<file path="src/rtl/egc_pkg.sv">
package egc_pkg;
  localparam int NTOW   = 9;
  localparam int CENTRE = 4;

  typedef enum logic [1:0] {
    DIR_UP    = 2'd0,
    DIR_LEFT  = 2'd1,
    DIR_RIGHT = 2'd2,
    DIR_DOWN  = 2'd3
  } pair_dir_e;

  // Side groups of surrounding towers (bit i = tower i)
  localparam logic [NTOW-1:0] SIDE_UP    = 9'h02F;
  localparam logic [NTOW-1:0] SIDE_DOWN  = 9'h1E8;
  localparam logic [NTOW-1:0] SIDE_LEFT  = 9'h0CB;
  localparam logic [NTOW-1:0] SIDE_RIGHT = 9'h1A6;
endpackage

</file>
<file path="src/rtl/egc_tower_cut.sv">
module egc_tower_cut #(
  parameter int ET_W      = 8,
  parameter int HOE_SHIFT = 3
) (
  input  logic [ET_W-1:0] em_i,
  input  logic [ET_W-1:0] had_i,
  input  logic [ET_W:0]   thr_i,
  output logic            hoe_ok_o,
  output logic            quiet_o
);
  localparam int SH_W = ET_W + HOE_SHIFT;

  logic [SH_W-1:0] had_scaled;
  logic [ET_W:0]   combined;

  always_comb begin
    had_scaled = SH_W'(had_i) << HOE_SHIFT;
    hoe_ok_o   = had_scaled <= SH_W'(em_i);
    combined   = {1'b0, em_i} + {1'b0, had_i};
    quiet_o    = combined < thr_i;
  end
endmodule

</file>
<file path="src/rtl/egc_pair_select.sv">
module egc_pair_select
  import egc_pkg::*;
#(
  parameter int ET_W = 8
) (
  input  logic [NTOW*ET_W-1:0] em_flat_i,
  output logic [ET_W-1:0]      sum_o,
  output logic [ET_W-1:0]      partner_em_o,
  output pair_dir_e            dir_o
);
  logic [ET_W-1:0] best;
  logic [1:0]      best_k;
  logic [ET_W-1:0] cand;
  logic [ET_W:0]   raw_sum;

  always_comb begin
    best   = em_flat_i[1*ET_W +: ET_W];
    best_k = 2'd0;
    for (int k = 1; k < 4; k++) begin
      cand = em_flat_i[(2*k+1)*ET_W +: ET_W];
      if (cand > best) begin
        best   = cand;
        best_k = 2'(k);
      end
    end
    raw_sum      = {1'b0, em_flat_i[CENTRE*ET_W +: ET_W]} + {1'b0, best};
    sum_o        = raw_sum[ET_W] ? {ET_W{1'b1}} : raw_sum[ET_W-1:0];
    partner_em_o = best;
    dir_o        = pair_dir_e'(best_k);
  end
endmodule

</file>
<file path="src/rtl/egc_seed_check.sv">
module egc_seed_check
  import egc_pkg::*;
#(
  parameter int ET_W = 8
) (
  input  logic [NTOW*ET_W-1:0] em_flat_i,
  output logic                 seed_o
);
  logic [ET_W-1:0] centre;

  always_comb begin
    centre = em_flat_i[CENTRE*ET_W +: ET_W];
    seed_o = 1'b1;
    for (int i = 0; i < NTOW; i++) begin
      if (i < CENTRE) begin
        if (!(centre > em_flat_i[i*ET_W +: ET_W])) seed_o = 1'b0;
      end else if (i > CENTRE) begin
        if (!(centre >= em_flat_i[i*ET_W +: ET_W])) seed_o = 1'b0;
      end
    end
  end
endmodule

</file>
<file path="src/rtl/egamma_seed_finder.sv">
module egamma_seed_finder
  import egc_pkg::*;
#(
  parameter int ET_W      = 8,
  parameter int HOE_SHIFT = 3
) (
  input  logic                 clk,
  input  logic                 rst_n,
  input  logic                 in_valid,
  input  logic [NTOW*ET_W-1:0] em_flat,
  input  logic [NTOW*ET_W-1:0] had_flat,
  input  logic [ET_W:0]        quiet_thr,
  output logic [ET_W-1:0]      cand_et,
  output logic                 cand_valid,
  output logic                 cand_iso,
  output logic [1:0]           pair_dir
);
  logic [NTOW-1:0] hoe_vec;
  logic [NTOW-1:0] quiet_vec;
  logic [ET_W-1:0] pair_sum;
  logic [ET_W-1:0] partner_em;
  pair_dir_e       pair_sel;
  logic            seed;
  logic            iso_now;

  logic [ET_W-1:0] et_d;
  logic            valid_d;
  logic            iso_d;
  logic [1:0]      dir_d;

  for (genvar g = 0; g < NTOW; g++) begin : g_tower
    egc_tower_cut #(.ET_W(ET_W), .HOE_SHIFT(HOE_SHIFT)) u_cut (
      .em_i     (em_flat[g*ET_W +: ET_W]),
      .had_i    (had_flat[g*ET_W +: ET_W]),
      .thr_i    (quiet_thr),
      .hoe_ok_o (hoe_vec[g]),
      .quiet_o  (quiet_vec[g])
    );
  end

  egc_pair_select #(.ET_W(ET_W)) u_pair (
    .em_flat_i    (em_flat),
    .sum_o        (pair_sum),
    .partner_em_o (partner_em),
    .dir_o        (pair_sel)
  );

  egc_seed_check #(.ET_W(ET_W)) u_seed (
    .em_flat_i (em_flat),
    .seed_o    (seed)
  );

  always_comb begin
    iso_now = ((quiet_vec & SIDE_UP)    == SIDE_UP)   ||
              ((quiet_vec & SIDE_DOWN)  == SIDE_DOWN) ||
              ((quiet_vec & SIDE_LEFT)  == SIDE_LEFT) ||
              ((quiet_vec & SIDE_RIGHT) == SIDE_RIGHT);
  end

  // next state
  always_comb begin
    et_d    = cand_et;
    iso_d   = cand_iso;
    dir_d   = pair_dir;
    valid_d = 1'b0;
    if (in_valid) begin
      et_d    = pair_sum;
      iso_d   = iso_now;
      dir_d   = pair_sel;
      valid_d = seed && (&hoe_vec);
    end
  end

  // registers
  always_ff @(posedge clk or negedge rst_n) begin
    if (!rst_n) begin
      cand_et    <= '0;
      cand_valid <= 1'b0;
      cand_iso   <= 1'b0;
      pair_dir   <= '0;
    end else begin
      cand_et    <= et_d;
      cand_valid <= valid_d;
      cand_iso   <= iso_d;
      pair_dir   <= dir_d;
    end
  end

  // assertions
  assert_valid_follows_input_R1: assert property (@(posedge clk) disable iff (!rst_n)
    cand_valid |-> $past(in_valid));

  assert_no_wrap_R2: assert property (@(posedge clk) disable iff (!rst_n)
    in_valid |=> cand_et >= $past(em_flat[CENTRE*ET_W +: ET_W]));

  assert_partner_strongest_R3: assert property (@(posedge clk) disable iff (!rst_n)
    in_valid |-> (partner_em >= em_flat[1*ET_W +: ET_W]) &&
                 (partner_em >= em_flat[3*ET_W +: ET_W]) &&
                 (partner_em >= em_flat[5*ET_W +: ET_W]) &&
                 (partner_em >= em_flat[7*ET_W +: ET_W]));

  assert_seed_centre_max_R4: assert property (@(posedge clk) disable iff (!rst_n)
    (in_valid && seed) |-> em_flat[CENTRE*ET_W +: ET_W] >= partner_em);

  assert_valid_needs_hoe_R5: assert property (@(posedge clk) disable iff (!rst_n)
    cand_valid |-> $past(&hoe_vec));

  assert_iso_needs_quiet_R7: assert property (@(posedge clk) disable iff (!rst_n)
    in_valid |=> (!cand_iso || $countones($past(quiet_vec)) >= 5));

  assert_hold_when_idle_R8: assert property (@(posedge clk) disable iff (!rst_n)
    !in_valid |=> (!cand_valid && $stable(cand_et) && $stable(pair_dir) && $stable(cand_iso)));
endmodule

</file>
<file path="config.mk">
export PLATFORM = sky130hd
export DESIGN_NAME = egamma_seed_finder
export DESIGN_NICKNAME = d
export VERILOG_FILES = /design/src/rtl/egc_pkg.sv /design/src/rtl/egc_tower_cut.sv /design/src/rtl/egc_pair_select.sv /design/src/rtl/egc_seed_check.sv /design/src/rtl/egamma_seed_finder.sv
export SDC_FILE = /design/constraint.sdc
export NUM_CORES = 1
export LEC_CHECK = 0
export ABC_CLOCK_PERIOD_IN_PS = 800
export BUFFER_PORTS_ARGS = -buffer_cell sky130_fd_sc_hd__buf_2
export CAP_MARGIN = 20
export CORE_UTILIZATION = 51
export DETAILED_ROUTE_END_ITERATION = 8
export PLACE_DENSITY = 0.87
export SLEW_MARGIN = 25
export SYNTH_ARGS = -nofsm -noshare
export SYNTH_HDL_FRONTEND = slang
export SYNTH_SLANG_ARGS = --single-unit
export TNS_END_PERCENT = 1
</file>
<file path="constraint.sdc">
create_clock -name clk -period 0.8 [get_ports clk]
set_input_delay 0.08 -clock clk [delete_from_list [all_inputs] [get_ports clk]]
set_output_delay 0.08 -clock clk [all_outputs]
set_load 0.05 [all_outputs]
</file>
==> results_dict.tcl, run 1 <==
set metrics [dict create \
    seq_area_frac_synth 0.0392 \
    dp.cells 1582 \
    syn_area_um2 7660 \
    dpl-instance-area_um2 11100 \
    worst-ep-kind "sequential cell input" \
    synth-edff-count 0 \
    start_util 0.525 \
    yosys_warnings 0 \
    syn_inst 938 \
    syn_avg_cell_area_um2 8.17 \
    dieWidth_um 125 \
    die_h_um 125 \
    cts-buffers-inserted 3 \
    ys.flop_type "dfrtp_1" \
    grt_max_degree 16 \
    track_usage 0.698 \
    globalRouteOverflowTotal 12 \
    crit_endpoint "cand_et[7]$_DFFE_PN0P_/D" \
    boundaryPins 168 \
    clock_sinks 12 \
    syn-num-nets 1372 \
    gp_routability_congestion 1.04 \
    async_flop_share 1.00 \
    portBuffers 167 \
    clockBufferDepth 2 \
    lastStage "global routing" \
    cts_root_buffer "clkbuf_16" \
    stop_error "[ERROR GRT-0232] Routing congestion too high. Check the congestion heatmap in the GUI." \
    dp_hpwl_mm 26.6 \
    yosysUniqueCellTypes 49 \
    cts_max_level 1 \
    ys_ff_latch 12 \
    num_rows 44 \
    status "did not finish" \
]
metal layers:
metal,global-route usage,GRT overflow
met5,0.255,0
met3,0.540,0
met2,0.845,7
met4,0.690,5
met1,0.716,0
through the flow:
step                setup WS, ps  setup TNS [ps]
floorplan                  -4740          -46740
global placement           -4910          -49580
detailed placement         -5490          -54900
CTS                        -4830          -49760
synthesized netlist by cell type, drive strengths merged, types with 7 or more instances:
master | number | share of area
nor3 | 26 | 0.017
mux2i | 11 | 0.014
a21o | 28 | 0.027
a211oi | 19 | 0.019
nand2b | 11 | 0.0090
nand2 | 39 | 0.019
nand4 | 27 | 0.022
xnor2 | 33 | 0.038
o21bai | 18 | 0.018
mux2 | 7 | 0.010
o211ai | 9 | 0.0088
nor2b | 19 | 0.016
nor4 | 23 | 0.020
ha | 269 | 0.44
inv | 93 | 0.046
a21oi | 94 | 0.061
nor2 | 52 | 0.026
fa | 9 | 0.024
xor2 | 19 | 0.022
o21a | 14 | 0.014
o21ai | 46 | 0.030
dfrtp | 12 | 0.039
a221oi | 9 | 0.010
kinds of logic after synthesis:
family | share of synthesized area
fa+ha+maj | 0.463
xor+xnor | 0.0594
buf+inv | 0.0478
simple gates | 0.147
compound gates | 0.219
flops | 0.0392
mux | 0.0247
what timing repair did:
item                       CTS
buffers inserted            14
hold buffers                 1
pin swaps                   24
hold endpoints to repair    12
setup endpoints to repair   24
cloned                       1
gates resized for setup     70
==> run 2, diff against run 1 <==
- CORE_UTILIZATION: 51 -> 36
- PLACE_DENSITY: 0.87 -> default
- PLACE_DENSITY_LB_ADDON: default -> 0.15
==> results_dict.tcl, run 2 <==
set metrics [dict create \
    status "complete, but fails checks" \
    violations "negative setup slack" \
    clock_skew_ps 0 \
    finalSetupViolCount 24 \
    async_flop_share 1.00 \
    dieWidth_um 148 \
    start_util 0.366 \
    yosys-top-cells-area "ha_1, a21oi_1, inv_1" \
    fill_cells 1989 \
    worst_pin_slew_ps 652 \
    seq_area_frac_synth 0.0392 \
    drv_cap 0 \
    required_ps 970 \
    fin_util 0.578 \
    track_usage 0.266 \
    globalRouteOverflowTotal 0 \
    slew_viol_final 0 \
    clockBufferDepth 2 \
    cts-buffers-inserted 3 \
    cts_max_level 1 \
    final_nets 1878 \
    grt_max_degree 16 \
    avgViaCountPerCell 5.14 \
    insertion_delay_ps 250 \
    synth_commonest_cells "ha_1, a21oi_1, inv_1" \
    routed_wl_mm 29.1 \
    multi_input_area_um2 7380 \
    vias 8822 \
    yosys.area.top_type "ha_1" \
    clkTransAtPathRegs_ps 50 \
    tns_ps -48300 \
    path_buf_inv 6 \
    antenna_found_initial 0 \
    top_regs "cand_et (8), pair_dir (2)" \
    power.leakage_nw 6.42 \
    largest_reg_flops 8 \
    rsz0062_at_grt "true" \
    cts_tree "built" \
    boundaryPins 168 \
    wl_per_cell_um 16.9 \
    dp_hpwl_mm 25.6 \
    final_cell_mix "buf_4, ha_1, buf_2" \
    ys.flop_type "dfrtp_1" \
    ant_nets 0 \
    dp.cells 1703 \
    n_antenna_cell 0 \
    top_register "cand_et" \
    holdWs_ps 277 \
    die_area_um2 21900 \
    die_h_um 148 \
    final_layout_size_suffix_gt1_frac 0.410 \
    core-area_um2 21000 \
    grt_pass1_wl_mm 45.0 \
    portBuffers 167 \
    worstPathArrival_ps 5710 \
    period_share 6.92 \
    crit_top_cell "inv_2" \
    yosysUniqueCellTypes 49 \
    critical_path.max_fanout 7 \
    r2r-start "cand_iso" \
    gp_routability_congestion 0.912 \
    slew_headroom 0.563 \
    cts_root_buffer "clkbuf_16" \
    syn-num-nets 1372 \
    place_ws_ps -5180 \
    cpPeakStageDelay_ps 350 \
    crit_start "em_flat[15]" \
    synth_top_area_share 0.439 \
    fmax_mhz 181 \
    yosysMostFrequentCell "ha_1" \
    worst_slack_ps -4730 \
    syn_to_final_growth_pct 58.0 \
    fin_area_um2 12100 \
    dpl-instance-area_um2 11600 \
    num_rows 53 \
    synth-edff-count 0 \
    min_path_type "primary input to async pin" \
    fin_cells 1718 \
    finalHoldViolCount 0 \
    fin_total_pwr_mw 14.9 \
    period_minus_slack_ps 5530 \
    drt-initial-drc-count 368 \
    power.density_nw_per_um2 1230 \
    critical_path_class "primary input to flop" \
    syn_inst 938 \
    critical_path.top_delay_family "compound AO/OA/AOI/OAI gates" \
    syn_area_um2 7660 \
    layout_commonest_cell "buf_4" \
    regArea_um2 300 \
    post-route-drc-count 0 \
    clock_sinks 12 \
    ys_ff_latch 12 \
    yosys_warnings 0 \
    drt-pass1-iter-count 7 \
    peakVddDrop_v 0.000923 \
    cp-start-kind "primary input" \
    worstSetupEndpointType "flop" \
    critPathSlowestCell "fa_2" \
    grt_pass1_vias 8675 \
    syn_avg_cell_area_um2 8.17 \
]
[run 2: cell counts after synthesis]
No cell type changed its count.
[run 2: power by group]
group,switching [mW],total (mW),internal (mW)
sequential,0.185,1.02,0.838
combinational,6.42,12.8,6.42
clock,0.322,1.08,0.760
[run 2: what timing repair did]
item / in CTS / in global routing
setup endpoints to repair: 24 / 24
hold buffers: 1 / 0
hold endpoints to repair: 12 / 0
pin swaps: 30 / 11
buffers inserted: 9 / 1
gates resized for setup: 70 / 15
cloned: 1 / 0
[run 2: cell type report]
cell class | count | area share
multi-input cells | 829 | 0.609
clock buffers | 4 | 0.00734
repair buffers | 505 | 0.300
well taps | 275 | 0.0284
flip-flops and latches | 12 | 0.0248
inverters | 93 | 0.0303
[run 2: cells by family (layout without fill, tap and decap cells)]
logic type / Yosys count / after routing / share of synthesized area
adder cells (fa/ha/maj): 278 / 278 / 0.463
AO/OA/AOI/OAI: 266 / 266 / 0.219
AND/OR/NAND/NOR: 215 / 215 / 0.147
buffers and inverters: 97 / 602 / 0.0478
XOR/XNOR: 52 / 52 / 0.0594
multiplexers: 18 / 18 / 0.0247
flip-flops: 12 / 12 / 0.0392
[run 2: final timing paths]
path	end	slack, ps	depth (start not counted)
setup / recovery	cand_et[4]	-4730	33
hold / removal	cand_et[5]	280	2
setup reg to reg	cand_iso	70	2
hold reg to reg	cand_et[0]	530	1
max in group asynchronous	cand_et[2]	270	2
min in group clk	pair_dir[1]	330	3
[run 2: layer usage]
layer	track usage	share of wire	up-vias
li1	-	-	4554
met1	0.362	0.47	4004
met2	0.456	0.46	233
met3	0.0198	0.048	31
met4	0.0603	0.021	0
met5	0	0	-
[run 2: worst register-to-register path: cells and delay by family, from the launching register on]
kind / cells / cell delay [ps]
buffers and inverters: 1 / 70
DFF: 1 / 420
AOI/OAI and AO/OA: 1 / 100
(Power assumes the default switching activity.)
==> run 3, diff against run 2 <==
- ABC_CLOCK_PERIOD_IN_PS: 800 -> 5500
- clock period: 0.8 -> 5.5 ns (I/O delays scaled with it)
==> results_dict.tcl, run 3 (synthesis gave the netlist of run 2 again) <==
set metrics [dict create \
    drt-pass1-iter-count 7 \
    final_cell_mix "ha_1, buf_2, a21oi_1" \
    portBuffers 167 \
    clockBufferDepth 2 \
    clock_skew_ps 0 \
    status "complete, but fails checks" \
    dp_hpwl_mm 23.1 \
    start_util 0.366 \
    clock_sinks 12 \
    required_ps 5680 \
    busiest_layer "met2" \
    cp-start-kind "primary input" \
    p_switching_uw 936 \
    top_regs "cand_et (8), pair_dir (2)" \
    die_area_um2 21900 \
    worst_pin_slew_ps 773 \
    pwr-share-seq 0.075 \
    cts-buffers-inserted 3 \
    drv_cap 0 \
    layout_commonest_cell "ha_1" \
    critical_path_class "primary input to flop" \
    insertion_delay_ps 240 \
    vias 7849 \
    use_met3 0.0210 \
    ant_nets 0 \
    violations "negative setup slack" \
    grt_max_degree 17 \
    avgViaCountPerCell 5.43 \
    ff2ff_setup_slack_ps 4770 \
    num_rows 53 \
    period_share 1.09 \
    cts_root_buffer "clkbuf_16" \
    boundaryPins 168 \
    critical_path.max_fanout 6 \
    slew_headroom 0.481 \
    power_frac_comb 0.842 \
    post-route-drc-count 0 \
    finalHoldViolCount 0 \
    n_antenna_cell 0 \
    fmax_mhz 167 \
    worstPathArrival_ps 6150 \
    track_usage 0.251 \
    min_path_type "primary input to async pin" \
    drt-initial-drc-count 416 \
    largest_reg_flops 8 \
    rsz0062_at_grt "true" \
    grt_pass1_wl_mm 42.2 \
    r2r-start "cand_iso" \
    finalSetupViolCount 8 \
    fill_cells 2147 \
    grtUsageMet2 0.419 \
    power_frac_clock 0.083 \
    cpPeakStageDelay_ps 350 \
    fin_total_pwr_mw 1.88 \
    holdWs_ps 184 \
    gp_routability_congestion 0.879 \
    r2r_cells 2 \
    cts_max_level 1 \
    clkTransAtPathRegs_ps 50 \
    period_minus_slack_ps 5980 \
    globalRouteOverflowTotal 0 \
    worst_slack_ps -476 \
    fin_util 0.470 \
    die_h_um 148 \
    cts_tree "built" \
    r2r-end "cand_iso" \
    antenna_found_initial 0 \
    worstSetupEndpointType "flop" \
    core-area_um2 21000 \
    syn_to_final_growth_pct 28.4 \
    final_nets 1606 \
    routed_wl_mm 27.3 \
    internal-power_uw 947 \
    peakVddDrop_v 0.000113 \
    dieWidth_um 148 \
    met1_usage 0.348 \
    power.density_nw_per_um2 191 \
    final_layout_size_suffix_gt1_frac 0.261 \
    slew_viol_final 0 \
    critPathSlowestCell "fa_2" \
    power.leakage_nw 5.01 \
    grt_pass1_vias 7786 \
    wl_per_cell_um 18.9 \
    top_register "cand_et" \
    netSwitchingFraction 0.497 \
]
==> run 3: changes by cell type in the layout (fill, tap and decap cells not counted), moves of 3 or more <==
| cell | delta |
|---|---|
| a21oi_1 | +9 |
| a21oi_2 | -9 |
| buf_12 | -10 |
| buf_2 | +12 |
| buf_4 | -261 |
| buf_6 | -11 |
| ha_1 | -3 |
| ha_4 | +3 |
| mux2i_2 | -3 |
| mux2i_4 | +5 |
| nor4_1 | +3 |
==> run 3: worst max path at each step <==
| stage | end | depth (start not counted) | slack [ps] | startpoint |
|---|---|---|---|---|
| CTS | cand_et[5] | 34 | -360 | em_flat[9] |
| global route | cand_et[4] | 36 | -760 | em_flat[9] |
| finish | cand_et[4] | 36 | -480 | em_flat[9] |
| global placement | cand_et[1] | 32 | -820 | em_flat[13] |
| floorplan | cand_et[1] | 33 | -510 | em_flat[13] |
| detailed placement | cand_et[2] | 33 | -990 | em_flat[13] |
==> run 3: metrics by stage <==
stage | setup slack (ps) | instance area (um2) | cells | TNS (ps)
6_report | -476 | 9840 | 1446 | -3680
5_1_grt | -756 | 9840 | 1446 | -5880
4_1_cts | -362 | 9660 | 1444 | -2830
3_5_place_dp | -991 | 9380 | 1431 | -7420
3_3_place_gp | -821 | 9380 | 1431 | -6340
2_1_floorplan | -511 | 7820 | 938 | -3820
==> run 3: worst max-delay path: cells and delay by family <==
family	cells	cell delay [ps]
AOI/OAI and AO/OA	13	2250
adders and majority gates	5	1310
muxes	3	620
and+or+nand+nor	7	610
buffers and inverters	8	800
==> run 3: layout make-up <==
| cell class | count | area, um2 | share of cell area |
|---|---|---|---|
| multi-input cells | 829 | 7370 | 0.749 |
| repair buffers | 233 | 1370 | 0.139 |
| inverters | 93 | 367 | 0.0373 |
| well taps | 275 | 344 | 0.0350 |
| flip-flops and latches | 12 | 300 | 0.0305 |
| clock buffers | 4 | 88.8 | 0.00903 |
==> run 3: power groups by stage <==
stage	sequential (mW)	clock, mW	combinational [mW]
after floorplan	0.254	0	0.846
after global placement	0.143	0	1.43
after detailed placement	0.144	0	1.44
after CTS	0.143	0.158	1.52
after global routing	0.147	0.160	1.77
final	0.142	0.157	1.59
==> run 3: metal layers <==
layer | vias to the layer above | share of wire
met1 | 3566 | 0.48
met2 | 226 | 0.45
met4 | 0 | 0.021
met3 | 36 | 0.049
li1 | 4021 | -
met5 | - | 0
==> run 3: repair_timing <==
| item | in CTS | in global routing |
|---|---|---|
| endpoints found under the setup margin | 8 | 8 |
| hold buffers | 0 | 0 |
| pin swaps | 30 | 16 |
| resized for setup | 28 | 23 |
| buffers inserted | 9 | 2 |
==> run 4, diff against run 3 <==
- ABC_AREA: default -> 1
==> results_dict.tcl, run 4 <==
set metrics [dict create \
    cts_tree "built" \
    synthAdderAreaFrac 0.421 \
    min_path_type "primary input to async pin" \
    power.leakage_nw 5.85 \
    clkTransAtPathRegs_ps 40 \
    antenna_found_initial 0 \
    cts-buffers-inserted 3 \
    clockBufferDepth 2 \
    worst_slack_ps 314 \
    globalRouteOverflowTotal 0 \
    die_h_um 155 \
    synth_commonest_cells "nand2_1, ha_1, inv_1" \
    avgViaCountPerCell 4.91 \
    num_rows 55 \
    synth_compound_area_frac 0.144 \
    core-area_um2 22800 \
    ys.flop_type "dfrtp_1" \
    vias 8676 \
    crit_top_cell "nand2_1" \
    drv_cap 0 \
    ant_nets 0 \
    period_minus_slack_ps 5190 \
    cts_max_level 1 \
    critical_path.max_fanout 10 \
    top_regs "cand_et (8), pair_dir (2)" \
    required_ps 5630 \
    grt_max_degree 22 \
    grt_pass1_wl_mm 42.3 \
    place_ws_ps -47.0 \
    synth-simple-area-share 0.248 \
    ys_ff_latch 12 \
    routed_wl_mm 26.9 \
    peakVddDrop_v 0.000124 \
    synth-xor-area-share 0.0468 \
    yosys.area.top_type "ha_1" \
    grt_pass1_vias 8281 \
    power.density_nw_per_um2 175 \
    async_flop_share 1.00 \
    wl_per_cell_um 15.2 \
    fmax_mhz 193 \
    dieWidth_um 155 \
    worstPathArrival_ps 5320 \
    period_share 0.943 \
    syn_to_final_growth_pct 18.6 \
    gp_routability_congestion 0.909 \
    critPathSlowestCell "ha_1" \
    layout_commonest_cell "nand2_1" \
    yosys-top-cells-area "ha_1, nand2_1, inv_1" \
    slew_viol_final 0 \
    synth_top_family_by_area "adder cells" \
    worst_pin_slew_ps 609 \
    n_antenna_cell 0 \
    yosys_warnings 0 \
    yosysMostFrequentCell "nand2_1" \
    die_area_um2 24000 \
    final_layout_size_suffix_gt1_frac 0.175 \
    final_nets 1888 \
    post-route-drc-count 0 \
    finalSetupViolCount 0 \
    worstSetupEndpointType "flop" \
    start_util 0.369 \
    hold_buffers 0 \
    syn_avg_cell_area_um2 6.64 \
    critical_path_class "primary input to flop" \
    top_register "cand_et" \
    slew_headroom 0.593 \
    seq_area_frac_synth 0.0357 \
    portBuffers 167 \
    cp-start-kind "primary input" \
    finalHoldViolCount 0 \
    yosysUniqueCellTypes 39 \
    dp_hpwl_mm 22.9 \
    synth-edff-count 0 \
    cpPeakStageDelay_ps 290 \
    clock_skew_ps 0 \
    syn_area_um2 8420 \
    status "complete, no violations" \
    drt-initial-drc-count 364 \
    insertion_delay_ps 240 \
    fill_cells 2438 \
    drt-pass1-iter-count 5 \
    final_cell_mix "nand2_1, ha_1, inv_1" \
    syn-num-nets 1702 \
    cts_root_buffer "clkbuf_16" \
    syn_inst 1268 \
    largest_reg_flops 8 \
    tns_ps 0 \
    synthMuxAreaShare 0 \
    boundaryPins 168 \
    track_usage 0.226 \
    clock_sinks 12 \
    synth_top_area_share 0.400 \
]
-- run 4: cell count changes in the layout (fill, tap and decap cells not counted), sizes merged, moves of 15 or more --
cell | previous run | this run
nand2 | 39 | 300
inv | 93 | 225
nand3 | 5 | 74
buf | 233 | 185
nor2 | 52 | 89
nor4 | 23 | 1
a21oi | 94 | 114
nor2b | 19 | 0
a21o | 28 | 10
nor3 | 26 | 8
a211oi | 19 | 2
xnor2 | 33 | 18
-- run 4: repair_timing --
item                                    4_1_cts  5_1_grt
endpoints found under the setup margin        0        8
buffers inserted                              0        5
gates resized for setup                       0       31
-- run 4: metal layers --
metal	global-route usage	vias to the layer above	wire, um
li1	-	4602	-
met1	0.313	3862	13300
met2	0.393	200	12200
met3	0.0198	12	1190
met4	0.0193	0	164
met5	0	-	0
-- run 4: final cells by class --
class	instances	area, um2	area share
inverters	226	852	0.0853
clock buffers	4	88.8	0.00890
repair buffers	185	971	0.0973
multi-input cells	1026	7380	0.739
well taps	313	392	0.0392
flip-flops and latches	12	300	0.0301
-- run 4: metrics by stage --
| stage | power (mW) | hold slack [ps] | util | instance area [um2] | instances |
|---|---|---|---|---|---|
| after floorplan | 1.14 | 254 | - | 8420 | 1268 |
| after global placement | 1.52 | 450 | 0.427 | 9720 | 1757 |
| after detailed placement | 1.54 | 452 | 0.427 | 9720 | 1757 |
| after CTS | 1.69 | 193 | 0.431 | 9810 | 1761 |
| after global routing | 1.96 | 204 | 0.438 | 9980 | 1766 |
| final | 1.74 | 186 | 0.438 | 9980 | 1766 |
-- run 4: worst max-delay path: cells and delay by family --
family / cells / cell delay [ps]
buffers and inverters: 9 / 1040
AOI/OAI and AO/OA: 9 / 1120
adders and majority gates: 4 / 1070
and+or+nand+nor: 16 / 1530
-- run 4: kinds of logic after synthesis --
family | Yosys count
simple gates | 494
fa+ha+maj | 278
flops | 12
buf+inv | 230
xor+xnor | 45
compound gates | 209
-- run 4: path summary, 6_finish.rpt --
check	startpoint	end	slack, ps	cells after the start
worst min-delay path	rst_n	cand_et[1]	190	1
worst max register to register	pair_dir[1]	pair_dir[1]	4770	2
worst max-delay path	em_flat[14]	cand_et[2]	310	38
worst min register to register	cand_et[0]	cand_et[0]	470	2
max in group asynchronous	rst_n	cand_valid	5090	1
min in group clk	cand_et[0]	cand_et[0]	470	2
-- run 4: power breakdown --
group	total [mW]	internal [mW]	switching, mW
Combinational	1.46	0.562	0.894
Clock	0.147	0.110	0.0375
Sequential	0.140	0.123	0.0175
